--- config.mk ---
export PLATFORM = sky130hd
export DESIGN_NAME = i2c_gc_target
export DESIGN_NICKNAME = d
export VERILOG_FILES = /design/src/rtl/i2c_gc_target.sv
export SDC_FILE = /design/constraint.sdc
export NUM_CORES = 1
export LEC_CHECK = 0
export BUFFER_PORTS_ARGS = -buffer_cell sky130_fd_sc_hd__buf_4
export CAP_MARGIN = 0
export CORE_ASPECT_RATIO = 0.9
export CORE_MARGIN = 2
export CORE_UTILIZATION = 53
export DETAILED_ROUTE_END_ITERATION = 12
export PLACE_DENSITY_LB_ADDON = 0.15
export SLEW_MARGIN = 25
export SYNTH_ARGS = -nofsm -noshare
export SYNTH_HDL_FRONTEND = slang
export SYNTH_SLANG_ARGS = --single-unit
--- constraint.sdc ---
create_clock -name clk -period 5.3 [get_ports clk]
set_clock_uncertainty 0.2 [all_clocks]
set_input_delay 1.325 -clock clk [delete_from_list [all_inputs] [get_ports clk]]
set_output_delay 1.325 -clock clk [all_outputs]
set_load 0.02 [all_outputs]
--- src/rtl/i2c_gc_target.sv ---
module i2c_gc_target #(
  parameter logic [6:0] OWN_ADDR    = 7'h3A,
  parameter int         SYNC_STAGES = 2
) (
  input  logic       clk,
  input  logic       rst_n,
  input  logic       scl_in,
  input  logic       sda_in,
  output logic       sda_pull,
  output logic       bus_busy,
  output logic [7:0] rx_data,
  output logic       rx_valid,
  output logic       rx_gcall,
  input  logic       rx_accept,
  output logic       tx_req,
  input  logic       tx_ready,
  input  logic [7:0] tx_data
);

  localparam int SM = SYNC_STAGES - 1;

  typedef enum logic [2:0] {
    S_IDLE, S_ADDR, S_AACK, S_WDATA, S_WACK, S_RDATA, S_RACK, S_WAIT
  } st_t;

  logic [SM:0] scl_sync, sda_sync;
  logic        scl_q, sda_q;
  st_t         st;
  logic [3:0]  bitcnt;
  logic [7:0]  sh, tx_sh, tx_buf;
  logic        rd_dir, gc, ack_seen, tx_have;

  always_ff @(posedge clk or negedge rst_n)
    if (!rst_n) begin
      scl_sync <= '1;
      sda_sync <= '1;
      scl_q    <= 1'b1;
      sda_q    <= 1'b1;
    end else begin
      scl_sync <= {scl_sync[SM-1:0], scl_in};
      sda_sync <= {sda_sync[SM-1:0], sda_in};
      scl_q    <= scl_sync[SM];
      sda_q    <= sda_sync[SM];
    end

  wire scl_s     = scl_sync[SM];
  wire sda_s     = sda_sync[SM];
  wire scl_rise  = scl_s & ~scl_q;
  wire scl_fall  = ~scl_s & scl_q;
  wire start_det = scl_s & scl_q & sda_q & ~sda_s;
  wire stop_det  = scl_s & scl_q & ~sda_q & sda_s;
  wire addr_hit  = (sh[7:1] == OWN_ADDR);
  wire gc_hit    = (sh[7:1] == 7'd0) && !sh[0];
  wire hs        = tx_req & tx_ready;
  wire quiet     = (st == S_IDLE) || (st == S_WAIT);
  wire [7:0] next_tx = tx_have ? tx_buf : (hs ? tx_data : 8'hFF);

  always_ff @(posedge clk or negedge rst_n)
    if (!rst_n) begin
      st       <= S_IDLE;
      bitcnt   <= '0;
      sh       <= '0;
      tx_sh    <= '1;
      tx_buf   <= '0;
      tx_have  <= 1'b0;
      rd_dir   <= 1'b0;
      gc       <= 1'b0;
      ack_seen <= 1'b0;
      sda_pull <= 1'b0;
      bus_busy <= 1'b0;
      rx_data  <= '0;
      rx_valid <= 1'b0;
      rx_gcall <= 1'b0;
      tx_req   <= 1'b0;
    end else begin
      rx_valid <= 1'b0;
      if (hs) begin
        tx_buf  <= tx_data;
        tx_have <= 1'b1;
        tx_req  <= 1'b0;
      end
      if (start_det || stop_det) begin
        st       <= start_det ? S_ADDR : S_IDLE;
        bus_busy <= start_det;
        bitcnt   <= '0;
        sda_pull <= 1'b0;
        tx_req   <= 1'b0;
        tx_have  <= 1'b0;
      end else if (scl_rise) begin
        case (st)
          S_ADDR, S_WDATA: begin
            sh     <= {sh[6:0], sda_s};
            bitcnt <= bitcnt + 4'd1;
          end
          S_RDATA: bitcnt <= bitcnt + 4'd1;
          S_RACK:
            if (!sda_s) begin
              ack_seen <= 1'b1;
              tx_req   <= 1'b1;
            end else st <= S_WAIT;
          default: ;
        endcase
      end else if (scl_fall) begin
        case (st)
          S_ADDR:
            if (bitcnt == 4'd8) begin
              if (addr_hit || gc_hit) begin
                st       <= S_AACK;
                sda_pull <= 1'b1;
                rd_dir   <= sh[0];
                gc       <= gc_hit;
                if (sh[0]) tx_req <= 1'b1;
              end else st <= S_WAIT;
            end
          S_AACK: begin
            bitcnt <= '0;
            if (rd_dir) begin
              tx_sh    <= next_tx;
              sda_pull <= ~next_tx[7];
              tx_have  <= 1'b0;
              tx_req   <= 1'b0;
              st       <= S_RDATA;
            end else begin
              sda_pull <= 1'b0;
              st       <= S_WDATA;
            end
          end
          S_WDATA:
            if (bitcnt == 4'd8) begin
              if (rx_accept) begin
                rx_data  <= sh;
                rx_valid <= 1'b1;
                rx_gcall <= gc;
                sda_pull <= 1'b1;
                st       <= S_WACK;
              end else st <= S_WAIT;
            end
          S_WACK: begin
            sda_pull <= 1'b0;
            bitcnt   <= '0;
            st       <= S_WDATA;
          end
          S_RDATA:
            if (bitcnt == 4'd8) begin
              sda_pull <= 1'b0;
              ack_seen <= 1'b0;
              st       <= S_RACK;
            end else if (bitcnt != 4'd0) begin
              sda_pull <= ~tx_sh[6];
              tx_sh    <= {tx_sh[6:0], 1'b1};
            end
          S_RACK:
            if (ack_seen) begin
              tx_sh    <= next_tx;
              sda_pull <= ~next_tx[7];
              tx_have  <= 1'b0;
              tx_req   <= 1'b0;
              bitcnt   <= '0;
              st       <= S_RDATA;
            end
          default: ;
        endcase
      end
    end

endmodule

==> insert_results.sql, run 1 <==
INSERT INTO impl_metrics (metric_group, metric, value, unit) VALUES
('outcome', 'status', 'finished, final reports clean', ''),
('placed_design', 'port_buffers', '26', ''),
('timing', 'finalCritPeriodShare', '49.7', '%'),
('timing', 'number_of_hold_violations_in_the_final_report', '0', ''),
('synth', 'synthesis.area_per_instance', '10.5', 'um2'),
('synth', 'synth_area_leaders', 'sky130_fd_sc_hd__dfrtp_1, sky130_fd_sc_hd__dfstp_2, sky130_fd_sc_hd__mux2_2, sky130_fd_sc_hd__o21ai_0, sky130_fd_sc_hd__ha_1', ''),
('placed_design', 'hpwl', '3560', 'um'),
('drt', 'avgViaCountPerCell', '5.65', ''),
('pwr', 'sw_frac_of_total', '35.8', '%'),
('pwr', 'cell_area_power_density', '426', 'nW/um2'),
('clocking', 'cts_sinks', '53', ''),
('grt', 'maximum_number_of_pins_on_one_net_before_global_route_repair', '54', ''),
('floorplan', 'core_region_area', '4890', 'um2'),
('clocking', 'ctsHtreeMaxLevel', '2', ''),
('clocking', 'cts_root_buf', 'sky130_fd_sc_hd__clkbuf_8', ''),
('synth', 'synthesis.yosys.warnings', '0', ''),
('finish', 'num-fill-cells', '426', ''),
('clocking', 'cts_buffers', '5', ''),
('drt', 'first_iter_violations', '155', ''),
('synth', 'synth_top_cell_by_area', 'sky130_fd_sc_hd__dfrtp_1', ''),
('critical_path', 'timing.critical_path.buf_inv', '1', ''),
('clocking', 'post_cts_hold_buffer_count', '0', ''),
('floorplan', 'floorplan.io_pins', '27', ''),
('critical_path', 'timing.critical_path.fanout_max', '16', ''),
('synth', 'post_synth_num_cell_types', '50', ''),
('pwr', 'power.internal', '828', 'uW'),
('critical_path', 'cell_breakdown_of_the_critical_path', 'buf_4 > nand2_1 > o31ai_1 > a211oi_1 > or3_1 > a21oi_1', ''),
('pwr', 'cellLeakagePower', '1.37', 'nW'),
('synth', 'synth_most_common_cell', 'sky130_fd_sc_hd__dfrtp_1', ''),
('floorplan', 'floorplan.die.width', '79.5', 'um'),
('critical_path', 'crit_path_max_incr_delay', '0.37', 'ns'),
('synth', 'ys_dominant_reg_cell', 'sky130_fd_sc_hd__dfrtp_1', ''),
('clocking', 'cts_resized', '0', ''),
('synth', 'synth.yosys.seq_area_share', '49.4', '%'),
('critical_path', 'cp_data_arrival_time', '2.66', 'ns'),
('timing', 'final_report_max_slew_violation_count', '0', ''),
('finish', 'syn2layout_area_growth', '11.4', '%'),
('timing', 'fin_setup_tns', '0', 'ns'),
('synth', 'postSynth.asyncResetShare', '100', '%'),
('timing', 'timing.final.crit_period', '2.63', 'ns'),
('critical_path', 'setup.worst_path.start_class', 'input pin', ''),
('clocking', 'clockBufferDepth', '2', ''),
('critical_path', 'path_delay_family', 'simple AND/OR/NAND/NOR gates', ''),
('floorplan', 'floorplan.die.height', '71.9', 'um'),
('drt', 'detail-route-antenna-nets', '0', ''),
('pwr', 'power.share.sequential', '50.4', '%'),
('grt', 'global_route_wire_length_before_repair', '9130', 'um'),
('drt', 'wl', '5190', 'um'),
('synth', 'synth_commonest_cells', 'sky130_fd_sc_hd__dfrtp_1, sky130_fd_sc_hd__o21ai_0, sky130_fd_sc_hd__mux2_2', ''),
('synth', 'postSynthCellCount', '259', ''),
('synth', 'mappedNetlistNets', '279', ''),
('drt', 'drc', '0', ''),
('timing', 'max_clock_freq', '380', 'MHz'),
('placed_design', 'place.gp.congestion', '0.874', ''),
('pwr', 'vdd.ir_drop.worst', '0.279', 'mV'),
('critical_path', 'worst_setup_path_end_kind', 'flip-flop', ''),
('timing', 'setup_violations', '0', ''),
('synth', 'postSynthRegisterBits', '53', ''),
('floorplan', 'std_cell_rows', '24', ''),
('floorplan', 'fp.dieArea', '5710', 'um2'),
('timing', 'worst_slew_margin_rel', '40.9', '%'),
('synth', 'synth_enable_flop_cells', '0', ''),
('critical_path', 'timing.critical_path.required', '5.32', 'ns'),
('synth', 'area_share_of_the_largest_cell_type_after_synthesis', '36.8', '%'),
('grt', 'initial_antenna_violation_count', '0', ''),
('placed_design', 'placedInstanceArea', '2930', 'um2'),
('drt', 'drt_first_pass_iters', '4', ''),
('pwr', 'net_switching_power_of_the_design', '462', 'uW'),
('clocking', 'cts_tree', 'built', ''),
('synth', 'post_synth_instance_area', '2720', 'um2'),
('pwr', 'power_frac_comb', '30.8', '%');
==> kinds of logic (layout without fill, tap and decap cells) <==
| group | Yosys count | after routing | share of synthesized area, % |
|---|---|---|---|
| and+or+nand+nor | 80 | 80 | 16.1 |
| AOI/OAI and AO/OA | 66 | 66 | 15.2 |
| DFF | 53 | 53 | 49.4 |
| muxes | 29 | 29 | 12.0 |
| buffers and inverters | 24 | 47 | 4.19 |
| adders and majority gates | 6 | 6 | 2.76 |
| xor gates and xnor gates | 1 | 1 | 0.322 |
==> layer usage <==
metal | part of all wire [%] | track usage (%) | vias up
li1 | - | - | 976
met5 | 0 | 0 | -
met4 | 0.60 | 4.60 | 0
met2 | 45 | 30.9 | 48
met1 | 50 | 30.4 | 935
met3 | 4.2 | 5.35 | 2
==> power groups by stage <==
| stage | logic [mW] | registers, mW | clock network (mW) |
|---|---|---|---|
| finish | 0.398 | 0.650 | 0.242 |
| global route | 0.454 | 0.674 | 0.269 |
| CTS | 0.399 | 0.650 | 0.252 |
| detailed placement | 0.399 | 0.655 | 0 |
| global placement | 0.386 | 0.649 | 0 |
| floorplan | 0.363 | 0.598 | 0 |
==> registers in the layout, indices dropped and copies added, names as in the netlist, 2 cells and up <==
name	flops
bitcnt	4
rx_data	8
scl_sync	2
sda_sync	2
sh	8
st	3
tx_buf	8
tx_sh	7
==> final timing paths <==
| check | start | end | slack (ns) | depth (start not counted) |
|---|---|---|---|---|
| worst min-delay path | scl_sync[0]$_DFF_PN1_ | scl_sync[1]$_DFF_PN1_ | 0.16 | 0 |
| max in group asynchronous | rst_n | sda_pull$_DFFE_PN0P_ | 3.61 | 1 |
| worst max-delay path | tx_ready | sda_pull$_DFFE_PN0P_ | 2.67 | 6 |
| min in group asynchronous | rst_n | rx_data[7]$_DFFE_PN0P_ | 0.84 | 1 |
| worst min register to register | scl_sync[0]$_DFF_PN1_ | scl_sync[1]$_DFF_PN1_ | 0.16 | 0 |
| worst max register to register | scl_q$_DFF_PN1_ | sda_pull$_DFFE_PN0P_ | 2.70 | 7 |
==> layout by cell type (no fill, tap or decap), types with 4 or more instances in the layout <==
master                     count
sky130_fd_sc_hd__o21ai_0      28
sky130_fd_sc_hd__ha_1          6
sky130_fd_sc_hd__a211oi_1      4
sky130_fd_sc_hd__inv_1        13
sky130_fd_sc_hd__nand2b_1      5
sky130_fd_sc_hd__mux2_2       25
sky130_fd_sc_hd__dfrtp_1      40
sky130_fd_sc_hd__nor3_1        9
sky130_fd_sc_hd__nor2_1       14
sky130_fd_sc_hd__clkbuf_8      6
sky130_fd_sc_hd__a21oi_1      11
sky130_fd_sc_hd__buf_4        26
sky130_fd_sc_hd__nor2b_1      10
sky130_fd_sc_hd__dfstp_2      13
sky130_fd_sc_hd__or3_1         4
sky130_fd_sc_hd__nand2_1      17
==> through the flow <==
stage,std cells,hold WS [ns],setup WS [ns],util (%)
after floorplan,259,0.145,2.81,-
after global placement,339,0.146,2.41,59.8
after detailed placement,339,0.147,2.39,59.8
after CTS,347,0.162,2.69,61.8
after global routing,347,0.170,2.38,61.8
final,347,0.161,2.67,61.8
==> layout make-up <==
cell class                      count  area, um2  share of cell area (%)
Clock inverter                      2       16.3                   0.537
Timing Repair Buffer               26        195                    6.45
Inverter                           13       48.8                    1.61
Tap cell                           65       81.3                    2.69
Multi-Input combinational cell    182       1260                    41.6
Clock buffer                        6       82.6                    2.73
Sequential cell                    53       1340                    44.4
==> worst reg2reg max path: stages (launching register included) <==
cell and delay, ns:
sky130_fd_sc_hd__dfstp_2 0.57, sky130_fd_sc_hd__inv_1 0.05, sky130_fd_sc_hd__ha_1 0.33, sky130_fd_sc_hd__nor2b_1 0.44
sky130_fd_sc_hd__o41ai_1 0.17, sky130_fd_sc_hd__a221o_1 0.30, sky130_fd_sc_hd__or3_1 0.34, sky130_fd_sc_hd__a21oi_1 0.14
Power figures use the tool's default switching activity.
==> inputs of run 2 (changes only) <==
==> constraint.sdc (replaced) <==
create_clock -name clk -period 2.2 [get_ports clk]
set_clock_uncertainty 0.2 [all_clocks]
set_input_delay 0.55 -clock clk [delete_from_list [all_inputs] [get_ports clk]]
set_output_delay 0.55 -clock clk [all_outputs]
set_load 0.02 [all_outputs]
==> insert_results.sql, run 2 (synthesized netlist as in run 1, its figures left out) <==
INSERT INTO impl_metrics (metric_group, metric, value, unit) VALUES
('critical_path', 'path_delay_family', 'flip-flops', ''),
('timing', 'finalCritPeriodShare', '97.6', '%'),
('pwr', 'vdd.ir_drop.worst', '0.755', 'mV'),
('drt', 'detail-route-antenna-nets', '0', ''),
('grt', 'met1_usage', '30.9', '%'),
('critical_path', 'timing.critical_path.fanout_max', '8', ''),
('finish', 'final_core_util', '68.1', '%'),
('timing', 'fin_setup_tns', '0', 'ns'),
('critical_path', 'cp_data_arrival_time', '2.14', 'ns'),
('timing', 'number_of_hold_violations_in_the_final_report', '0', ''),
('timing', 'timing_worst_slew_pin_value', '0.648', 'ns'),
('pwr', 'cell_area_power_density', '1020', 'nW/um2'),
('critical_path', 'cp_common_cell', 'sky130_fd_sc_hd__buf_4', ''),
('grt', 'first_global_vias', '2020', ''),
('grt', 'maximum_number_of_pins_on_one_net_before_global_route_repair', '54', ''),
('drt', 'wl_per_cell', '15.8', 'um'),
('drt', 'avgViaCountPerCell', '5.68', ''),
('clocking', 'path_clk_slew', '0.10', 'ns'),
('timing', 'timing.final.crit_period', '2.15', 'ns'),
('critical_path', 'worst_setup_path_end_kind', 'flip-flop', ''),
('placed_design', 'hpwl', '3960', 'um'),
('finish', 'antenna-diode-count', '0', ''),
('grt', 'global_route_wire_length_before_repair', '9470', 'um'),
('critical_path', 'crit_path_max_incr_delay', '0.57', 'ns'),
('finish', 'final_common_cell', 'sky130_fd_sc_hd__buf_4', ''),
('grt', 'gr-usage-met3', '3.86', '%'),
('drt', 'drt_first_pass_iters', '5', ''),
('finish', 'design.final.nets', '326', ''),
('critical_path', 'timing.critical_path.required', '2.19', 'ns'),
('finish', 'finish.instance_area', '3330', 'um2'),
('outcome', 'status', 'finished, final reports clean', ''),
('floorplan', 'std_cell_rows', '24', ''),
('timing', 'final_report_max_slew_violation_count', '0', ''),
('timing', 'max_clock_freq', '466', 'MHz'),
('critical_path', 'worstSetupPathType', 'flip-flop to flip-flop', ''),
('critical_path', 'worstRegToRegCells', '8', ''),
('drt', 'route.vias.total', '2113', ''),
('drt', 'first_iter_violations', '145', ''),
('clocking', 'clockBufferDepth', '2', ''),
('floorplan', 'fp.dieArea', '5710', 'um2'),
('timing', 'worst_slew_margin_rel', '56.8', '%'),
('critical_path', 'setup.worst_path.start_class', 'flip-flop', ''),
('clocking', 'cts_root_buf', 'sky130_fd_sc_hd__clkbuf_8', ''),
('critical_path', 'crit_path_start', 'scl_sync[1]$_DFF_PN1_', ''),
('critical_path', 'reg2reg_setup_slack', '0.05', 'ns'),
('floorplan', 'floorplan.die.height', '71.9', 'um'),
('pwr', 'cellLeakagePower', '1.50', 'nW'),
('clocking', 'cts_tree', 'built', ''),
('floorplan', 'initial_utilization', '55.5', '%'),
('critical_path', 'timing.critical_path.buf_inv', '2', ''),
('finish', 'syn2layout_area_growth', '22.8', '%'),
('finish', 'commonest_non_fill_non_tap_cells_in_the_layout', 'sky130_fd_sc_hd__buf_4, sky130_fd_sc_hd__dfrtp_1, sky130_fd_sc_hd__o21ai_0', ''),
('grt', 'groute.layer.met2.usage', '32.3', '%'),
('placed_design', 'place.gp.congestion', '0.942', ''),
('critical_path', 'beginning_of_the_worst_register_to_register_path', 'scl_sync[1]$_DFF_PN1_', ''),
('critical_path', 'cp_num_cells', '8', ''),
('critical_path', 'cell_breakdown_of_the_critical_path', 'buf_4 > ha_4 > buf_4 > nor2b_1 > nand3b_1 > o2111ai_4 > nor4_4 > a211oi_1', ''),
('placed_design', 'port_buffers', '26', ''),
('drt', 'wl', '5880', 'um'),
('critical_path', 'critPathSlowestCell', 'sky130_fd_sc_hd__dfstp_2', ''),
('grt', 'grt_most_used_layer', 'met2', ''),
('floorplan', 'core_region_area', '4890', 'um2'),
('clocking', 'cts_buffers', '5', ''),
('grt', 'grt_overflow_total', '0', ''),
('floorplan', 'floorplan.io_pins', '27', ''),
('flow_run', 'maxCapViolations', '0', ''),
('clocking', 'ctsHtreeMaxLevel', '2', ''),
('floorplan', 'floorplan.die.width', '79.5', 'um'),
('clocking', 'clock_latency_on_the_worst_skew_pair', '0.31', 'ns'),
('clocking', 'cts_sinks', '53', ''),
('finish', 'final_layout_size_suffix_gt1_share', '38.4', '%'),
('finish', 'layout_top_registers', 'rx_data x8, sh x8, tx_buf x8', ''),
('grt', 'grt_util_all_layers', '21.2', '%'),
('min_path', 'min-delay-path-class', 'input pin to async pin', ''),
('placed_design', 'placedInstanceArea', '3090', 'um2'),
('grt', 'initial_antenna_violation_count', '0', ''),
('drt', 'drc', '0', ''),
('timing', 'setup_violations', '0', '');
==> run 2: layout make-up <==
type / count / area (um2)
clock inverter: 3 / 20.0
fill: 400 / 1560
inverter: 13 / 48.8
sequential: 53 / 1340
timing repair buffer: 51 / 383
multi-input combinational: 182 / 1390
clock buffer: 5 / 68.8
tap: 65 / 81.3
==> run 2: worst register-to-register path, cell delays in order (launching register included) <==
cell and delay (ns):
sky130_fd_sc_hd__dfstp_2 0.57, sky130_fd_sc_hd__buf_4 0.12, sky130_fd_sc_hd__ha_4 0.19, sky130_fd_sc_hd__buf_4 0.17
sky130_fd_sc_hd__nor2b_1 0.06, sky130_fd_sc_hd__nand3b_1 0.13, sky130_fd_sc_hd__o2111ai_4 0.16, sky130_fd_sc_hd__nor4_4 0.34
sky130_fd_sc_hd__a211oi_1 0.08
==> run 2: layer usage <==
metal,vias up,share of wire (%)
li1,1025,-
met1,1015,48
met2,58,46
met3,15,4.3
met4,0,2.0
met5,-,0
==> run 2: final timing paths <==
kind	end
worst max register to register	st[2]$_DFFE_PN0P_
max in group asynchronous	st[0]$_DFFE_PN0P_
worst min-delay path	sda_pull$_DFFE_PN0P_
min in group clk	scl_sync[0]$_DFF_PN1_
worst min register to register	scl_sync[1]$_DFF_PN1_
worst max-delay path	st[2]$_DFFE_PN0P_
==> run 2: where the power goes <==
group	internal, mW	total [mW]	switching (mW)
clock network	0.225	0.559	0.334
registers	1.27	1.49	0.224
logic	0.656	1.36	0.708
==> run 2: stage by stage <==
step	hold slack (ns)	power, mW	setup WS [ns]	instances
5_1_grt	0.127	3.64	-0.0173	372
3_5_place_dp	0.150	2.68	-0.0920	360
3_3_place_gp	0.147	2.65	-0.0266	360
2_1_floorplan	0.0544	2.32	0.00420	259
4_1_cts	0.0852	3.25	0.00917	368
6_report	0.0666	3.41	0.0525	372
==> run 2: timing repair <==
item | 4_1_cts | 5_1_grt
buffers inserted | 0 | 4
setup endpoints to repair | 5 | 15
pin swaps | 0 | 5
hold buffers | 0 | 0
resized for setup | 3 | 21
==> inputs of run 3 (changes only) <==
--- a/config.mk
+++ b/config.mk
@@ -7,7 +7,7 @@
 export LEC_CHECK = 0
 export BUFFER_PORTS_ARGS = -buffer_cell sky130_fd_sc_hd__buf_4
 export CAP_MARGIN = 0
-export CORE_ASPECT_RATIO = 0.9
+export CORE_ASPECT_RATIO = 1.1
 export CORE_MARGIN = 2
 export CORE_UTILIZATION = 53
 export DETAILED_ROUTE_END_ITERATION = 12
==> insert_results.sql, run 3 (synthesized netlist as in run 1, its figures left out) <==
INSERT INTO impl_metrics (metric_group, metric, value, unit) VALUES
('critical_path', 'worst_setup_path_end_kind', 'flip-flop', ''),
('critical_path', 'setup.worst_path.start_class', 'flip-flop', ''),
('grt', 'first_global_vias', '1998', ''),
('grt', 'gr-usage-met3', '4.44', '%'),
('placed_design', 'port_buffers', '26', ''),
('pwr', 'share_clk_of_total_power', '16.7', '%'),
('timing', 'finalCritPeriodShare', '95.9', '%'),
('pwr', 'power.internal', '2.09', 'mW'),
('timing', 'setup_violations', '0', ''),
('drt', 'drc', '0', ''),
('drt', 'avgViaCountPerCell', '5.71', ''),
('finish', 'antenna-diode-count', '0', ''),
('floorplan', 'core_region_area', '4970', 'um2'),
('grt', 'groute.layer.met2.usage', '33.6', '%'),
('finish', 'syn2layout_area_growth', '18.6', '%'),
('clocking', 'clock_latency_on_the_worst_skew_pair', '0.30', 'ns'),
('critical_path', 'timing.critical_path.fanout_max', '3', ''),
('drt', 'route.vias.total', '2085', ''),
('pwr', 'report.power.total', '3.24', 'mW'),
('clocking', 'post_cts_hold_buffer_count', '0', ''),
('clocking', 'cts_buffers', '5', ''),
('grt', 'grt_most_used_layer', 'met2', ''),
('pwr', 'power_frac_comb', '37.8', '%'),
('timing', 'timing_worst_slew_pin_value', '0.656', 'ns'),
('timing', 'timing.final.crit_period', '2.11', 'ns'),
('clocking', 'path_clk_slew', '0.10', 'ns'),
('critical_path', 'cp_data_arrival_time', '2.14', 'ns'),
('drt', 'first_iter_violations', '154', ''),
('clocking', 'clockBufferDepth', '2', ''),
('floorplan', 'floorplan.die.width', '72.3', 'um'),
('finish', 'layout_top_registers', 'rx_data x8, sh x8, tx_buf x8', ''),
('flow_run', 'maxCapViolations', '0', ''),
('min_path', 'min-delay-path-class', 'input pin to async pin', ''),
('floorplan', 'floorplan.io_pins', '27', ''),
('floorplan', 'initial_utilization', '54.7', '%'),
('floorplan', 'fp.dieArea', '5710', 'um2'),
('finish', 'final_layout_size_suffix_gt1_share', '34.9', '%'),
('floorplan', 'std_cell_rows', '27', ''),
('pwr', 'cell_area_power_density', '1010', 'nW/um2'),
('grt', 'met1_usage', '29.3', '%'),
('grt', 'grt_overflow_total', '0', ''),
('grt', 'global_route_wire_length_before_repair', '9450', 'um'),
('critical_path', 'cell_breakdown_of_the_critical_path', 'buf_4 > ha_1 > nor2b_1 > o41ai_1 > a221o_1 > or3_1 > a21oi_1', ''),
('timing', 'fin_setup_tns', '0', 'ns'),
('outcome', 'status', 'finished, final reports clean', ''),
('drt', 'wl_per_cell', '15.0', 'um'),
('clocking', 'cts_sinks', '53', ''),
('drt', 'drt_first_pass_iters', '4', ''),
('timing', 'fin_hold_ws', '0.0511', 'ns'),
('critical_path', 'worstSetupPathType', 'flip-flop to flip-flop', ''),
('critical_path', 'timing.critical_path.required', '2.23', 'ns'),
('finish', 'commonest_non_fill_non_tap_cells_in_the_layout', 'sky130_fd_sc_hd__buf_4, sky130_fd_sc_hd__dfrtp_1, sky130_fd_sc_hd__o21ai_0', ''),
('drt', 'detail-route-antenna-nets', '0', ''),
('placed_design', 'hpwl', '3920', 'um'),
('pwr', 'cellLeakagePower', '1.48', 'nW'),
('critical_path', 'crit_path_max_incr_delay', '0.54', 'ns'),
('clocking', 'cts_tree', 'built', ''),
('pwr', 'sw_frac_of_total', '35.5', '%'),
('timing', 'final_report_max_slew_violation_count', '0', ''),
('finish', 'design.final.nets', '326', ''),
('timing', 'rsz_0062_raised_after_global_routing', 'true', ''),
('grt', 'grt_util_all_layers', '21.3', '%'),
('pwr', 'power.share.sequential', '45.5', '%'),
('timing', 'worst_slew_margin_rel', '56.3', '%'),
('critical_path', 'critPathSlowestCell', 'sky130_fd_sc_hd__dfstp_2', ''),
('pwr', 'vdd.ir_drop.worst', '0.611', 'mV'),
('finish', 'final_common_cell', 'sky130_fd_sc_hd__buf_4', ''),
('clocking', 'ctsHtreeMaxLevel', '2', ''),
('timing', 'number_of_hold_violations_in_the_final_report', '0', ''),
('timing', 'max_clock_freq', '474', 'MHz'),
('pwr', 'net_switching_power_of_the_design', '1.15', 'mW'),
('placed_design', 'place.gp.congestion', '0.886', ''),
('grt', 'initial_antenna_violation_count', '0', ''),
('clocking', 'cts_root_buf', 'sky130_fd_sc_hd__clkbuf_8', ''),
('floorplan', 'floorplan.die.height', '79.1', 'um'),
('grt', 'maximum_number_of_pins_on_one_net_before_global_route_repair', '54', ''),
('drt', 'wl', '5460', 'um'),
('finish', 'num-fill-cells', '412', '');
==> run 3: worst paths after layout <==
kind | startpoint | to | slack, ns | cells past startpoint
hold / removal | rst_n | bitcnt[0]$_DFFE_PN0P_ | 0.05 | 1
max in group asynchronous | rst_n | st[0]$_DFFE_PN0P_ | 1.29 | 1
hold reg to reg | sda_sync[0]$_DFF_PN1_ | sda_sync[1]$_DFF_PN1_ | 0.16 | 0
setup reg to reg | scl_q$_DFF_PN1_ | sda_pull$_DFFE_PN0P_ | 0.09 | 7
min in group clk | sda_in | sda_sync[0]$_DFF_PN1_ | 0.15 | 1
setup / recovery | scl_q$_DFF_PN1_ | sda_pull$_DFFE_PN0P_ | 0.09 | 7
==> run 3: area by class of cell <==
type                       count  area (um2)  share of cell area [%]
clock buffer                   6        72.6                    2.25
clock inverter                 2        15.0                   0.466
inverter                      13        48.8                    1.51
multi-input combinational    182        1290                    40.0
sequential                    53        1340                    41.7
tap                           58        72.6                    2.25
timing repair buffer          51         383                    11.9
==> run 3: worst max-delay path: cells and delay by family (launching register included) <==
family	cells	cell delay, ns
adders and majority gates	1	0.12
AOI/OAI and AO/OA	3	0.52
buffers and inverters	1	0.12
DFF	1	0.54
and+or+nand+nor	2	0.54
==> run 3: timing repair <==
item / CTS / global route
endpoints found under the setup margin: 2 / 18
buffers inserted: 0 / 2
hold endpoints to repair: 0 / 0
pin swaps: 0 / 1
gates resized for setup: 1 / 5
==> run 3: metrics by stage <==
stage | setup slack (ns) | utilization (%) | cells | area (um2)
2_1_floorplan | 0.00420 | - | 259 | 2720
3_3_place_gp | 0.0642 | 62.3 | 355 | 3090
3_5_place_dp | -0.0174 | 62.3 | 355 | 3090
4_1_cts | 0.0348 | 64.1 | 363 | 3180
5_1_grt | -0.00945 | 64.9 | 365 | 3220
6_report | 0.0895 | 64.9 | 365 | 3220
==> run 3: power by group through the flow <==
stage | clock network (mW) | registers [mW] | logic, mW
2_1_floorplan | 0 | 1.44 | 0.876
3_3_place_gp | 0 | 1.48 | 1.19
3_5_place_dp | 0 | 1.49 | 1.20
4_1_cts | 0.569 | 1.47 | 1.21
5_1_grt | 0.604 | 1.51 | 1.38
6_report | 0.542 | 1.47 | 1.22
==> run 3: routing by layer <==
| metal | share of wire, % | routed length, um |
|---|---|---|
| met5 | 0 | 0 |
| met4 | 1.4 | 79 |
| met1 | 47 | 2550 |
| met2 | 47 | 2590 |
| met3 | 4.3 | 236 |
